--- src/rtl/por_pkg.sv ---
package por_pkg;

    // Default sizing of the power-on reset generator.
    localparam int DEF_CNT_W    = 8;
    localparam int DEF_N_STROBE = 4;

    // State of the actuator gate: open once the system reset has been seen.
    typedef struct packed {
        logic armed;
    } gate_state_t;

endpackage

--- src/rtl/por_counter.sv ---
module por_counter #(
    parameter int              CNT_W    = por_pkg::DEF_CNT_W,
    parameter logic [CNT_W-1:0] TERM_VAL = '1
) (
    input  logic             clk_i,
    output logic [CNT_W-1:0] cnt_o,
    output logic             por_rst_o
);

    localparam logic [CNT_W-1:0] STEP = CNT_W'(1);

    // No reset: both fields start from whatever the silicon powers up with.
    typedef struct packed {
        logic [CNT_W-1:0] cnt;
        logic             rst;
    } cnt_state_t;

    cnt_state_t state_d, state_q;
    logic       at_term;

    always_comb begin
        state_d  = state_q;
        at_term  = (state_q.cnt == TERM_VAL);
        // Advance until the terminal value is reached, then freeze there.
        if (!at_term) begin
            state_d.cnt = state_q.cnt + STEP;
        end
        // Every value except the terminal one means "still in reset".
        state_d.rst = !at_term;
    end

    always_ff @(posedge clk_i) begin
        state_q <= state_d;
    end

    assign cnt_o     = state_q.cnt;
    assign por_rst_o = state_q.rst;

endmodule

--- src/rtl/strobe_gate.sv ---
module strobe_gate #(
    parameter int N_STROBE = por_pkg::DEF_N_STROBE
) (
    input  logic                clk_i,
    input  logic                por_rst_i,
    input  logic                sys_rst_pulse_i,
    input  logic [N_STROBE-1:0] strobe_raw_i,
    output logic [N_STROBE-1:0] strobe_o
);

    por_pkg::gate_state_t state_d, state_q;

    always_comb begin
        state_d = state_q;
        if (por_rst_i) begin
            // Generated reset closes the gate.
            state_d.armed = 1'b0;
        end else if (sys_rst_pulse_i) begin
            // Late system reset observed outside the generated reset: open.
            state_d.armed = 1'b1;
        end
    end

    always_ff @(posedge clk_i) begin
        state_q <= state_d;
    end

    // One AND per strobe line, idle level 0.
    for (genvar g = 0; g < N_STROBE; g++) begin : g_line
        assign strobe_o[g] = strobe_raw_i[g] & state_q.armed;
    end

endmodule

--- src/rtl/selfstart_por.sv ---
module selfstart_por #(
    parameter int               CNT_W    = por_pkg::DEF_CNT_W,
    parameter int               N_STROBE = por_pkg::DEF_N_STROBE,
    parameter logic [CNT_W-1:0] TERM_VAL = '1
) (
    input  logic                clk_i,
    input  logic                sys_rst_pulse_i,
    input  logic [N_STROBE-1:0] strobe_raw_i,
    output logic [N_STROBE-1:0] strobe_o,
    output logic                por_rst_o
);

    logic [CNT_W-1:0] por_cnt;
    logic             por_rst;

    por_counter #(
        .CNT_W    (CNT_W),
        .TERM_VAL (TERM_VAL)
    ) u_cnt (
        .clk_i     (clk_i),
        .cnt_o     (por_cnt),
        .por_rst_o (por_rst)
    );

    strobe_gate #(
        .N_STROBE (N_STROBE)
    ) u_gate (
        .clk_i           (clk_i),
        .por_rst_i       (por_rst),
        .sys_rst_pulse_i (sys_rst_pulse_i),
        .strobe_raw_i    (strobe_raw_i),
        .strobe_o        (strobe_o)
    );

    assign por_rst_o = por_rst;

endmodule

--- config.mk ---
export PLATFORM = sky130hd
export DESIGN_NAME = selfstart_por
export DESIGN_NICKNAME = d
export VERILOG_FILES = /design/src/rtl/por_pkg.sv /design/src/rtl/por_counter.sv /design/src/rtl/strobe_gate.sv /design/src/rtl/selfstart_por.sv
export SDC_FILE = /design/constraint.sdc
export NUM_CORES = 1
export LEC_CHECK = 0
export ABC_AREA = 1
export BUFFER_PORTS_ARGS = -buffer_cell sky130_fd_sc_hd__buf_2
export CAP_MARGIN = 5
export CORE_AREA = 10 10 47 49
export CTS_BUF_LIST = sky130_fd_sc_hd__clkbuf_16
export DETAILED_ROUTE_END_ITERATION = 12
export DIE_AREA = 0 0 57 59
export GPL_TIMING_DRIVEN = 0
export SLEW_MARGIN = 15
export SYNTH_ARGS = -nofsm -noshare
export SYNTH_HDL_FRONTEND = slang
export SYNTH_SLANG_ARGS = --single-unit
--- constraint.sdc ---
create_clock -name clk_i -period 1.78 [get_ports clk_i]
set_input_delay 0.356 -clock clk_i [delete_from_list [all_inputs] [get_ports clk_i]]
set_output_delay 0.356 -clock clk_i [all_outputs]
set_load 0.005 [all_outputs]
==> run metrics <==
CTS tree=yes; Routed WL=863 um; first-pass GRT wire length=1510 um; die area=between 0.003 and 0.004 mm2; HP Class=primary input to flip-flop; Tcrit/Tclk final=87.2%; starting density of the core=33.8%; post-CTS sizing=0; Die X-Extent=57 um; total CTS buffers=3; Core Box Area=0.00140 mm2; r2r setup slk=roughly 0.23 ns; port bufs=10; placed cells=75; startpoint types=flip-flop; DRC Markers=0; Clk Latency, worst-skew pair=0.23 ns; VDD IR max=~0.00086 V; worst slew pin tran=around 0.41 ns; status=complete, no violations; vias per inst=4.24; hold_buf cts=0; final hold violation count=0; drt wl/cell=10.9 um; fin cells=79; fillcell total=146; Mapped Area=473 um2; Rows=14; Root Buffer=clkbuf_16; unrepaired setup endpoints after global routing=false; max-slew violations=0; initial antenna violation count=0; # setup viols final=0; Synth Area per Inst=9.65 um2; kind of critical path=flip-flop to flip-flop; Yosys warnings=0; longest individual stage delay on the worst path=0.39 ns; die height=59 um; area growth from synthesis to layout=31.5%; layout cell share with drive strength beyond 1=27.0%; Register Area=280 um2; Worst path slowest cell=edfxtp_1; Setup Total Neg Slack=0 ns; clk sinks=10; Hold Path Origin=sys_rst_pulse_i; vias post-DR=335; Peak Freq=0.644 GHz; Seq/Total Area, Yosys=roughly three fifths; htree depth=1; worst path required time=1.65 ns; Worst Setup SP=u_cnt.cnt_o[1]; pin count of the biggest net entering global routing=10; FF+latch count, synth=10; CP Max Fanout=9; clk_skew=0.00236 ns; RePlAce Congestion=0.766; Ports=11; worst-case clock buffer depth=2; ANT cells=0; TritonRoute pass-1 iters=2; grt ovf=0; Clk pin slew, worst setup/hold paths=roughly 0.04 ns; Mapped Cells=49; leak pwr=0.000256 uW; setup bufs post-CTS=0; total global-route track usage=5.57%; Final Critical Period=roughly 1.6 ns; Max Cap Viol=0; antenna-violating nets left=0; vias in the first global route=364; multi-input logic area=163 um2; power density over the cells=1060 mW/mm2; nets=71; relative slew slack=72.4%; initial drt markers=2; Cell Chain, Critical Path=ha_1 -> nand3_2 -> nor2_2 -> nand3_1; R2R Path Start=u_cnt.cnt_o[1]; crit path capture type=flip-flop; Mapped Nets=56; Cell variety after synth=14; WP data arrival=between 1 and 1.5 ns
cell usage after synthesis (all sizes together):
| master | count | area, um2 |
|---|---|---|
| dfxtp | 2 | 40.0 |
| edfxtp | 8 | 240 |
| ha | 1 | 12.5 |
| inv | 8 | 30.0 |
| nand2 | 15 | 58.8 |
| nand3 | 4 | 30.0 |
| nor2 | 6 | 25.0 |
| o21ai | 2 | 10.0 |
| xnor2 | 2 | 17.5 |
| xor2 | 1 | 8.76 |
routing by layer:
metal / global-route usage, % / wire (um)
met2: 9.77 / 479
met4: 3.69 / 0
met1: 5.45 / 377
met3: 1.93 / 6
met5: 0 / 0
cells by family (layout without fill, tap and decap cells):
logic type	count (synthesis)	count (layout)	share of synthesized area, %
simple gates	25	25	24.1
flops	10	10	59.3
buf+inv	8	22	6.35
xor+xnor	3	3	5.56
compound gates	2	2	2.11
fa+ha+maj	1	1	2.65
critical path, delay by kind of cell (launching register included):
family                   cells  cell delay, ns
AND/OR/NAND/NOR              3            0.56
flip-flops                   1            0.39
adder cells (fa/ha/maj)      1            0.24
registers in the layout, indices dropped and copies added, names as in the netlist:
signal / flops
u_cnt.por_rst_o: 1
u_cnt.cnt_o: 8
u_gate.state_q: 1
cell usage in the layout (no fill, tap or decap), drive strengths merged:
master  Yosys  routed
xnor2       2       2
clkinv      0       1
nand2      15      15
buf         0      10
inv         8       8
nand3       4       4
edfxtp      8       8
nor2        6       6
dfxtp       2       2
o21ai       2       2
clkbuf      0       3
xor2        1       1
ha          1       1
report_power, final:
part / leakage [uW] / internal (uW) / switching (uW)
Sequential: 0.000109 / 250 / 0.0000000000000599
Clock: 0.0000385 / 294 / 99.6
Combinational: 0.000108 / 8.54 / 6.00
worst paths after layout:
| path | endpoint | depth (start not counted) |
|---|---|---|
| hold / removal | u_gate.state_q | 3 |
| hold reg to reg | u_gate.state_q | 1 |
| setup / recovery | u_cnt.cnt_o[2] | 4 |
| setup reg to reg | u_cnt.cnt_o[2] | 4 |
per-stage QoR:
stage	util (%)	hold slack, ns	setup slack [ns]	area (um2)	power (uW)
after floorplan	-	0.415	0.427	473	258
after global placement	38.8	0.393	0.238	543	268
after detailed placement	38.8	0.396	0.228	543	269
after CTS	44.4	0.344	0.199	622	662
after global routing	44.4	0.352	0.0785	622	677
final	44.4	0.337	0.227	622	658
cell type report:
cell class              instances  area share (%)
clock buffers                   3            12.1
clock inverters                 1           0.604
inverters                       8            4.83
multi-input cells              31            26.2
flip-flops and latches         10            45.1
well taps                      16            3.22
repair buffers                 10            8.05
(Power assumes the default switching activity.)
